$ cat config.mk
export PLATFORM = sky130hd
export DESIGN_NAME = ap_boot_seq
export DESIGN_NICKNAME = d
export VERILOG_FILES = /design/src/rtl/ap_boot_pkg.sv /design/src/rtl/ap_ms_delay.sv /design/src/rtl/ap_cmd_issuer.sv /design/src/rtl/ap_boot_seq.sv
export SDC_FILE = /design/constraint.sdc
export NUM_CORES = 1
export LEC_CHECK = 0
export BUFFER_PORTS_ARGS = -buffer_cell sky130_fd_sc_hd__buf_2
export CAP_MARGIN = 20
export CORE_AREA = 3 3 59 74
export CTS_BUF_LIST = sky130_fd_sc_hd__clkbuf_2
export DETAILED_ROUTE_END_ITERATION = 12
export DIE_AREA = 0 0 62 77
export HOLD_SLACK_MARGIN = 0.06
export PLACE_DENSITY = 0.82
export SLEW_MARGIN = 10
export SYNTH_ARGS = -nofsm -noshare
export SYNTH_HDL_FRONTEND = slang
export SYNTH_HIERARCHICAL = 1
export SYNTH_SLANG_ARGS = --single-unit
$ cat constraint.sdc
create_clock -name clk -period 5 [get_ports clk]
set_input_delay 0.25 -clock clk [delete_from_list [all_inputs] [get_ports clk]]
set_output_delay 0.25 -clock clk [all_outputs]
set_load 0.005 [all_outputs]
$ cat src/rtl/ap_boot_pkg.sv
package ap_boot_pkg;

  localparam logic [2:0] DM_INIT  = 3'b101;
  localparam logic [2:0] DM_START = 3'b110;

  typedef enum logic [0:0] {
    CMD_INIT  = 1'b0,
    CMD_START = 1'b1
  } cmd_kind_e;

  typedef enum logic [2:0] {
    SQ_IDLE,
    SQ_INIT_CMD,
    SQ_INIT_WAIT,
    SQ_START1_CMD,
    SQ_START1_WAIT,
    SQ_START2_CMD,
    SQ_START2_WAIT
  } seq_st_e;

  typedef enum logic [1:0] {
    IS_IDLE,
    IS_HI,
    IS_LO
  } iss_st_e;

  function automatic logic [31:0] lo_word(cmd_kind_e kind, logic [7:0] page);
    logic [31:0] w;
    w = 32'h0;
    if (kind == CMD_INIT) begin
      w[10:8] = DM_INIT;
    end else begin
      w[10:8] = DM_START;
      w[7:0]  = page;
    end
    return w;
  endfunction

  function automatic int unsigned max3(int unsigned a, int unsigned b, int unsigned c);
    int unsigned m;
    m = (a > b) ? a : b;
    return (m > c) ? m : c;
  endfunction

endpackage

$ cat src/rtl/ap_ms_delay.sv
module ap_ms_delay #(
  parameter int unsigned MAX_MS = 1000,
  localparam int unsigned CW = $clog2(MAX_MS + 1)
) (
  input  logic          clk,
  input  logic          rst_n,
  input  logic          load_i,
  input  logic [CW-1:0] len_i,
  input  logic          tick_i,
  output logic          expired_o
);

  logic [CW-1:0] cnt_q, cnt_d;
  logic          act_q, act_d;

  always_comb begin
    cnt_d = cnt_q;
    act_d = act_q;
    if (load_i) begin
      cnt_d = len_i;
      act_d = 1'b1;
    end else if (act_q) begin
      if (cnt_q == '0) begin
        act_d = 1'b0;
      end else if (tick_i) begin
        cnt_d = cnt_q - 1'b1;
      end
    end
  end

  always_ff @(posedge clk or negedge rst_n) begin
    if (!rst_n) begin
      cnt_q <= '0;
      act_q <= 1'b0;
    end else begin
      cnt_q <= cnt_d;
      act_q <= act_d;
    end
  end

  assign expired_o = act_q && (cnt_q == '0);

  assert_single_expire_R4: assert property (@(posedge clk) disable iff (!rst_n)
    expired_o && !load_i |=> !expired_o);

  assert_count_down_R4: assert property (@(posedge clk) disable iff (!rst_n)
    act_q && !load_i |=> cnt_q <= $past(cnt_q));

endmodule

$ cat src/rtl/ap_cmd_issuer.sv
module ap_cmd_issuer
  import ap_boot_pkg::*;
#(
  parameter int unsigned ID_W   = 8,
  parameter int unsigned PAGE_W = 8
) (
  input  logic              clk,
  input  logic              rst_n,
  input  logic              req_i,
  input  cmd_kind_e         kind_i,
  input  logic [ID_W-1:0]   id_i,
  input  logic [PAGE_W-1:0] page_i,
  input  logic              dlv_busy_i,
  output logic              wr_en_o,
  output logic              wr_hi_o,
  output logic [31:0]       wr_data_o,
  output logic              done_o
);

  iss_st_e st_q, st_d;
  logic [7:0] id8;
  logic [7:0] page8;

  assign id8   = 8'(id_i);
  assign page8 = 8'(page_i);

  always_comb begin
    st_d = st_q;
    unique case (st_q)
      IS_IDLE: if (req_i && !dlv_busy_i) st_d = IS_HI;
      IS_HI:   st_d = IS_LO;
      IS_LO:   st_d = IS_IDLE;
      default: st_d = IS_IDLE;
    endcase
  end

  always_ff @(posedge clk or negedge rst_n) begin
    if (!rst_n) st_q <= IS_IDLE;
    else        st_q <= st_d;
  end

  always_comb begin
    wr_en_o   = 1'b0;
    wr_hi_o   = 1'b0;
    wr_data_o = 32'h0;
    done_o    = 1'b0;
    unique case (st_q)
      IS_HI: begin
        wr_en_o   = 1'b1;
        wr_hi_o   = 1'b1;
        wr_data_o = {id8, 24'h0};
      end
      IS_LO: begin
        wr_en_o   = 1'b1;
        wr_data_o = lo_word(kind_i, page8);
        done_o    = 1'b1;
      end
      default: ;
    endcase
  end

  assert_lo_follows_hi_R2: assert property (@(posedge clk) disable iff (!rst_n)
    wr_en_o && !wr_hi_o |-> $past(wr_en_o && wr_hi_o));

  assert_hi_then_lo_R2: assert property (@(posedge clk) disable iff (!rst_n)
    wr_en_o && wr_hi_o |=> wr_en_o && !wr_hi_o);

  assert_launch_idle_R9: assert property (@(posedge clk) disable iff (!rst_n)
    wr_en_o && wr_hi_o |-> $past(!dlv_busy_i && req_i));

endmodule

$ cat src/rtl/ap_boot_seq.sv
module ap_boot_seq
  import ap_boot_pkg::*;
#(
  parameter int unsigned ID_W          = 8,
  parameter int unsigned PAGE_W        = 8,
  parameter int unsigned INIT_WAIT_MS  = 10,
  parameter int unsigned FIRST_WAIT_MS = 1,
  parameter int unsigned RETRY_WAIT_MS = 1000
) (
  input  logic              clk,
  input  logic              rst_n,
  input  logic              start_i,
  input  logic [ID_W-1:0]   target_id_i,
  input  logic [PAGE_W-1:0] page_i,
  input  logic              ms_tick_i,
  input  logic              alive_i,
  input  logic              dlv_busy_i,
  output logic              wr_en_o,
  output logic              wr_hi_o,
  output logic [31:0]       wr_data_o,
  output logic              busy_o,
  output logic              done_o,
  output logic              fail_o,
  output logic [ID_W-1:0]   result_id_o
);

  localparam int unsigned MAX_MS = max3(INIT_WAIT_MS, FIRST_WAIT_MS, RETRY_WAIT_MS);
  localparam int unsigned CW     = $clog2(MAX_MS + 1);

  seq_st_e           st_q, st_d;
  logic [ID_W-1:0]   id_q, id_d;
  logic [PAGE_W-1:0] page_q, page_d;
  logic              done_q, done_d;
  logic              fail_q, fail_d;

  logic              cmd_req;
  cmd_kind_e         cmd_kind;
  logic              cmd_done;
  logic              dly_load;
  logic [CW-1:0]     dly_len;
  logic              dly_exp;
  logic              accept;

  assign accept = start_i && (st_q == SQ_IDLE);

  always_comb begin
    st_d     = st_q;
    id_d     = id_q;
    page_d   = page_q;
    done_d   = done_q;
    fail_d   = fail_q;
    cmd_req  = 1'b0;
    cmd_kind = CMD_START;
    dly_load = 1'b0;
    dly_len  = '0;
    unique case (st_q)
      SQ_IDLE: begin
        if (start_i) begin
          id_d   = target_id_i;
          page_d = page_i;
          done_d = 1'b0;
          fail_d = 1'b0;
          st_d   = SQ_INIT_CMD;
        end
      end
      SQ_INIT_CMD: begin
        cmd_req  = 1'b1;
        cmd_kind = CMD_INIT;
        if (cmd_done) begin
          dly_load = 1'b1;
          dly_len  = CW'(INIT_WAIT_MS);
          st_d     = SQ_INIT_WAIT;
        end
      end
      SQ_INIT_WAIT: begin
        if (dly_exp) st_d = SQ_START1_CMD;
      end
      SQ_START1_CMD: begin
        cmd_req = 1'b1;
        if (cmd_done) begin
          dly_load = 1'b1;
          dly_len  = CW'(FIRST_WAIT_MS);
          st_d     = SQ_START1_WAIT;
        end
      end
      SQ_START1_WAIT: begin
        if (dly_exp) begin
          if (alive_i) begin
            done_d = 1'b1;
            st_d   = SQ_IDLE;
          end else begin
            st_d = SQ_START2_CMD;
          end
        end
      end
      SQ_START2_CMD: begin
        cmd_req = 1'b1;
        if (cmd_done) begin
          dly_load = 1'b1;
          dly_len  = CW'(RETRY_WAIT_MS);
          st_d     = SQ_START2_WAIT;
        end
      end
      SQ_START2_WAIT: begin
        if (dly_exp) begin
          if (alive_i) done_d = 1'b1;
          else         fail_d = 1'b1;
          st_d = SQ_IDLE;
        end
      end
      default: st_d = SQ_IDLE;
    endcase
  end

  always_ff @(posedge clk or negedge rst_n) begin
    if (!rst_n) begin
      st_q   <= SQ_IDLE;
      id_q   <= '0;
      page_q <= '0;
      done_q <= 1'b0;
      fail_q <= 1'b0;
    end else begin
      st_q   <= st_d;
      id_q   <= id_d;
      page_q <= page_d;
      done_q <= done_d;
      fail_q <= fail_d;
    end
  end

  ap_cmd_issuer #(
    .ID_W   (ID_W),
    .PAGE_W (PAGE_W)
  ) u_issuer (
    .clk        (clk),
    .rst_n      (rst_n),
    .req_i      (cmd_req),
    .kind_i     (cmd_kind),
    .id_i       (id_q),
    .page_i     (page_q),
    .dlv_busy_i (dlv_busy_i),
    .wr_en_o    (wr_en_o),
    .wr_hi_o    (wr_hi_o),
    .wr_data_o  (wr_data_o),
    .done_o     (cmd_done)
  );

  ap_ms_delay #(
    .MAX_MS (MAX_MS)
  ) u_delay (
    .clk       (clk),
    .rst_n     (rst_n),
    .load_i    (dly_load),
    .len_i     (dly_len),
    .tick_i    (ms_tick_i),
    .expired_o (dly_exp)
  );

  assign busy_o      = (st_q != SQ_IDLE);
  assign done_o      = done_q;
  assign fail_o      = fail_q;
  assign result_id_o = id_q;

  assert_id_stable_R1: assert property (@(posedge clk) disable iff (!rst_n)
    busy_o |=> $stable(result_id_o) || !$past(busy_o) || $fell(busy_o) || !busy_o);

  assert_busy_holds_id_R1: assert property (@(posedge clk) disable iff (!rst_n)
    busy_o && start_i |=> $stable(result_id_o));

  assert_excl_result_R8: assert property (@(posedge clk) disable iff (!rst_n)
    !(done_o && fail_o));

  assert_result_hold_R10: assert property (@(posedge clk) disable iff (!rst_n)
    (done_o || fail_o) && !accept |=> $stable(done_o) && $stable(fail_o) && $stable(result_id_o));

  assert_no_write_idle_R11: assert property (@(posedge clk) disable iff (!rst_n)
    !busy_o |-> !wr_en_o);

  assert_flags_clear_while_busy_R10: assert property (@(posedge clk) disable iff (!rst_n)
    busy_o |-> !done_o && !fail_o);

endmodule

==> results of run 1 <==
## final cells by class
| class | count | area [sq um] | area share [%] |
|---|---|---|---|
| multi-input cells | 150 | 1090 | 46.1 |
| inverters | 9 | 33.8 | 1.42 |
| clock inverters | 2 | 10.0 | 0.422 |
| repair buffers | 56 | 293 | 12.3 |
| clock buffers | 5 | 25.0 | 1.05 |
| well taps | 54 | 67.6 | 2.85 |
| flip-flops and latches | 34 | 851 | 35.8 |
## cell usage in the layout (no fill, tap or decap), types with 4 or more instances in the layout
| cell type | n |
|---|---|
| a21oi_1 | 6 |
| and2_1 | 9 |
| and3_2 | 6 |
| buf_2 | 53 |
| clkbuf_2 | 5 |
| conb_1 | 15 |
| dfrtp_1 | 34 |
| ha_1 | 6 |
| inv_1 | 9 |
| mux2_2 | 7 |
| mux2_4 | 10 |
| mux2i_1 | 4 |
| nand2_1 | 15 |
| nor2_1 | 16 |
| o21ai_0 | 5 |
## synthesized netlist by cell type, types with 2 or more instances
master,instances
dfrtp_1,34
nor2_1,16
nand2_1,15
buf_4,14
mux2_4,10
and2_1,9
inv_1,9
mux2_2,7
a21oi_1,6
and3_2,6
ha_1,6
o21ai_0,5
mux2i_1,4
a31oi_1,3
and3_1,3
clkbuf_1,3
nor3_1,3
o21ai_1,3
buf_2,2
conb_1,2
mux2_1,2
nor4b_1,2
xnor2_1,2
## through the flow
stage	hold WS (ns)	utilization (%)	setup WS, ns	area, sq um
after global placement	0.355	61.3	3.02	2320
after CTS	0.0703	62.4	2.85	2360
after global routing	0.0638	62.7	2.64	2370
after floorplan	-0.0456	-	3.18	2150
final	0.0868	62.7	2.84	2370
after detailed placement	0.360	61.3	2.91	2320
## registers in the layout, indices dropped and copies added (netlist names)
register       flops
done_o             1
st_q               3
fail_o             1
u_issuer/st_q      2
page_q             8
result_id_o        8
u_delay/cnt_q     10
u_delay/act_q      1
## routing by layer
layer	track usage (%)	routed length (microns)	vias to the layer above
li1	-	-	776
met1	20.1	1690	743
met2	29.7	2050	63
met3	4.55	289	6
met4	6.37	54	0
met5	0	0	-
## cell families after synthesis
logic type	after synthesis	share of synthesized area, %
DFF	34	40.5
other	2	0.357
and+or+nand+nor	75	21.5
AOI/OAI and AO/OA	28	9.11
buffers and inverters	31	9.82
adders and majority gates	6	3.57
xor gates and xnor gates	3	1.25
muxes	23	13.9
## critical path, delay by kind of cell, from the launching register on
kind | cells | cell delay [ns]
simple gates | 5 | 1.18
compound gates | 1 | 0.18
buf+inv | 1 | 0.06
fa+ha+maj | 1 | 0.24
flops | 1 | 0.43
## where the power goes
| group | switching [mW] | internal, mW | total (mW) |
|---|---|---|---|
| logic | 0.292 | 0.334 | 0.626 |
| clock network | 0.0875 | 0.0303 | 0.118 |
| registers | 0.122 | 0.396 | 0.518 |
## worst paths after layout
| path | start | end | depth (start not counted) |
|---|---|---|---|
| hold reg to reg | fail_o | fail_o | 1 |
| max in group asynchronous | rst_n | st_q[0] | 2 |
| hold / removal | target_id_i[0] | result_id_o[0] | 2 |
| min in group asynchronous | rst_n | result_id_o[0] | 2 |
| setup reg to reg | u_delay/cnt_q[0] | fail_o | 8 |
| setup / recovery | u_delay/cnt_q[0] | fail_o | 8 |
==> flow_summary.json, run 1 <==
{
  "arrival_ns": 2.47,
  "dpl.hpwl_mm": 3.02,
  "cp_max_fo": 6,
  "viasPerCell": 5.12,
  "globalplace.congestion": 0.843,
  "cts_tree": "done",
  "clk_latency_ns": 0.38,
  "num_vias": 1588,
  "cp.required_ns": 5.31,
  "status": "completed",
  "avgSynthCellArea_sq_um": 10.4,
  "cts-root-buf": "clkbuf_2",
  "rows": 25,
  "n_fill_cell": 340,
  "die_area_sq_mm": 0.00477,
  "cpPeakStageDelay_ns": 0.43,
  "synth_area_leaders": "dfrtp_1 (40%), mux2_4 (7.1%), buf_4 (5.0%)",
  "grt_pass1_vias": 1470,
  "num_antenna_cells": 0,
  "place_inst": 301,
  "synth-seq-cells": 34,
  "die_y_microns": 77,
  "setup_viol": 0,
  "post-route-min-period_ns": 2.16,
  "timing.fmax_mhz": 464,
  "r2r_slack_ns": 2.84,
  "grt_max_degree": 35,
  "totalWireLength_mm": 4.08,
  "postCtsHoldBufs": 1,
  "crit_type": "reg2reg",
  "synth.yosys.warnings": 6,
  "layout.cells.non_filler": 310,
  "peakVddDrop_uv": 197,
  "power_mw": 1.26,
  "initial_utilization_pct": 55.5,
  "rsz0062_at_grt": "false",
  "cp-end-kind": "flip-flop",
  "nNetsFinal": 284,
  "cts-htree-levels": 2,
  "cts_setup_buffers": 0,
  "num_io_pins": 67,
  "yosysUniqueCellTypes": 59,
  "slowest_stage": "dfrtp_1",
  "grt_usage_pct": 17.4,
  "grt_pass1_wl_mm": 6.37,
  "tightest_slew_ns": 0.745,
  "leakagePower_nw": 1.22,
  "synth_top_cell_by_area": "dfrtp_1",
  "syn_area_sq_mm": 0.00210,
  "post_drt_wl_per_cell_microns": 13.2,
  "ys_seq_area_share_pct": 40.5,
  "dieWidth_microns": 62,
  "synthArstFlopShare_pct": 100,
  "grt.overflow.total": 0,
  "syn2layout_area_growth_pct": 12.9,
  "antenna_found_initial": 0,
  "first_pass_iters": 4,
  "ys.flop_type": "dfrtp_1",
  "ant_nets": 0,
  "crit_chain": "inv_1 > ha_1 > nor4b_4 > nand3_1 > nor2_1 > nand2_1 > nor2_1 > a32o_1",
  "hold_viol_final": 0,
  "max_cap_viol_count": 0,
  "slew-limit-headroom_pct": 50.3,
  "drive_gt1_share_pct": 37.5,
  "timing.final.crit_share_pct": 43.1,
  "cp_common_cell": "nor2_1",
  "cts.sink_count": 34,
  "tns_ns": 0,
  "synth_top_cell_area_share_pct": 40.5,
  "drc": 0,
  "clk_pin_slew_ns": 0.18,
  "dr.first_iter.drc_count": 50,
  "start_kind": "flip-flop",
  "core_sq_mm": 0.00378,
  "cts_inserted_buffers": 5,
  "hold_class": "in2reg",
  "skew_ns": 0.0191,
  "synth_enable_flop_cells": 0,
  "drv_slew": 0,
  "powerDensity_mw_per_mm2": 532,
  "io_buffers": 53,
  "syn_inst": 202,
  "cts_resized": 0,
  "clock_path_buffers": 2
}
Power figures use the tool's default switching activity.
==> inputs of run 2 (changes only) <==
- CORE_AREA: 3 3 59 74 -> 3 3 64 80
- DIE_AREA: 0 0 62 77 -> 0 0 67 83
- PLACE_DENSITY: 0.82 -> 0.73
- clock period: 5 -> 1.9 ns (I/O delays scaled with it)
==> run 2 against run 1 <==
Wire length up 13%. Via count rose by 7.6%. Sequential cell count unchanged. First-iteration DRC count decreased by 40%. Combinational power grew to 3.1 times the previous value. Critical path depth down 2. Clock power rose to 2.9 times the previous value. Clock skew shrank 0.0098 ns. Worst hold slack improved by 0.14 ns.
==> flow_summary.json, run 2 (same netlist as run 1, synthesis figures left out) <==
{
  "status": "completed",
  "grt_max_degree": 35,
  "final_common_cell": "buf_2",
  "rows": 27,
  "nNetsFinal": 313,
  "timing.final.crit_share_pct": 94.4,
  "dpl.hpwl_mm": 3.11,
  "num_antenna_cells": 0,
  "largest_reg_flops": 10,
  "io_buffers": 53,
  "globalplace.congestion": 0.766,
  "first_pass_iters": 4,
  "slowest_stage": "dfrtp_1",
  "cts_tree": "done",
  "path_buf_inv": 3,
  "cts.sink_count": 34,
  "post-route-min-period_ns": 1.79,
  "r2r-start": "u_issuer/st_q[1]",
  "antenna_found_initial": 0,
  "die_area_sq_mm": 0.00556,
  "cts_inserted_buffers": 5,
  "crit_type": "reg2out",
  "num_io_pins": 67,
  "clk_pin_slew_ns": 0.18,
  "place_inst": 312,
  "powerDensity_mw_per_mm2": 1360,
  "initial_utilization_pct": 47.1,
  "mostFrequentLayoutCells": "buf_2 (53), dfrtp_1 (32), dlygate4sd3_1 (20)",
  "cts-htree-levels": 2,
  "slew-limit-headroom_pct": 49.6,
  "path_delay_family": "flip-flops",
  "skew_ns": 0.00935,
  "cp_max_fo": 7,
  "dieWidth_microns": 67,
  "final_core_util_pct": 60.4,
  "grt.overflow.total": 0,
  "r2r_slack_ns": 0.17,
  "cpPeakStageDelay_ns": 0.39,
  "cts-root-buf": "clkbuf_2",
  "core_sq_mm": 0.00446,
  "drive_gt1_share_pct": 40.9,
  "hold_viol_final": 0,
  "leakagePower_nw": 1.35,
  "die_y_microns": 83,
  "ant_nets": 0,
  "tightest_slew_ns": 0.756,
  "hold_class": "in2reg",
  "dr.first_iter.drc_count": 30,
  "totalWireLength_mm": 4.63,
  "setup.worst_path.end": "wr_data_o[0]",
  "syn2layout_area_growth_pct": 28.2,
  "r2r_end": "u_delay/cnt_q[9]",
  "arrival_ns": 1.70,
  "viasPerCell": 4.97,
  "timing.fmax_mhz": 557,
  "grt_usage_pct": 16.6,
  "grt_pass1_vias": 1642,
  "ff2ff_path_depth": 8,
  "regMostFlops": "u_delay/cnt_q",
  "grt_pass1_wl_mm": 7.37,
  "peakVddDrop_uv": 573,
  "cp.required_ns": 1.80,
  "post_drt_wl_per_cell_microns": 13.5,
  "cp-startpoint": "u_issuer/st_q[0]",
  "clock_path_buffers": 2,
  "layout.cells.non_filler": 344,
  "num_vias": 1709,
  "cp-end-kind": "output port",
  "crit_cells": 6,
  "drv_slew": 0,
  "crit_chain": "inv_2 > buf_4 > ha_4 > and3_4 > and2_4 > buf_2",
  "start_kind": "flip-flop",
  "setup_viol": 0,
  "clk_latency_ns": 0.37,
  "drc": 0,
  "max_cap_viol_count": 0
}
==> run 2: cell types whose count changed in the layout (fill, tap and decap cells not counted), moves of 2 or more <==
| cell | delta |
|---|---|
| dlygate4sd3_1 | +18 |
| buf_4 | +10 |
| and2_1 | -2 |
| dfrtp_1 | -2 |
| dfrtp_2 | +2 |
| nor2_1 | -2 |
==> run 2: what timing repair did <==
item	in CTS	in global routing
endpoints found under the setup margin	7	16
hold buffers	19	1
pin swaps	0	3
buffers inserted	0	4
resized for setup	2	10
hold endpoints to repair	52	1
cloned	0	0
==> run 2: report_power, final <==
group	leakage, nW	total (mW)	internal, mW	switching, mW
sequential	0.408	1.38	1.05	0.337
clock	0.0304	0.337	0.0905	0.247
combinational	0.914	1.94	1.09	0.851
total	1.35	3.66	2.22	1.44
==> run 2: per-layer routing <==
| metal | track usage, % | wire, microns |
|---|---|---|
| met5 | 0 | 0 |
| met4 | 5.54 | 78 |
| met3 | 3.38 | 267 |
| met2 | 27.7 | 2320 |
| met1 | 20.7 | 1960 |
==> run 2: per-stage QoR <==
step / setup TNS, ns / area, sq um / hold WS (ns) / total power [mW] / worst slack [ns]
after global routing: -0.0175 / 2700 / 0.254 / 3.98 / -0.0134
final: 0 / 2700 / 0.230 / 3.66 / 0.106
after floorplan: 0 / 2150 / -0.201 / 2.62 / 0.0792
after CTS: 0 / 2630 / 0.0647 / 3.55 / 0.00725
after detailed placement: 0 / 2390 / 0.219 / 3.14 / 0.110
after global placement: 0 / 2390 / 0.212 / 3.09 / 0.144
==> run 2: cell type report <==
cell class / instances / area, sq um
inverters: 9 / 33.8
multi-input cells: 150 / 1130
flip-flops and latches: 34 / 853
well taps: 58 / 72.6
fillers: 394 / 1760
repair buffers: 85 / 568
clock buffers: 6 / 30.0
clock inverters: 2 / 8.76
==> run 2: worst min path at each step <==
stage	startpoint	endpoint	slack, ns	depth (start not counted)
final	ms_tick_i	u_delay/cnt_q[2]	0.23	5
after global routing	ms_tick_i	u_delay/cnt_q[2]	0.25	5
after CTS	dlv_busy_i	u_issuer/st_q[1]	0.06	3
after detailed placement	rst_n	done_o	0.22	1
after global placement	rst_n	done_o	0.21	1
after floorplan	rst_n	done_o	-0.20	0
==> run 2: worst min-delay path, delay by kind of cell <==
family / cells / cell delay (ns)
compound gates: 2 / 0.17
simple gates: 2 / 0.22
buf+inv: 1 / 0.11
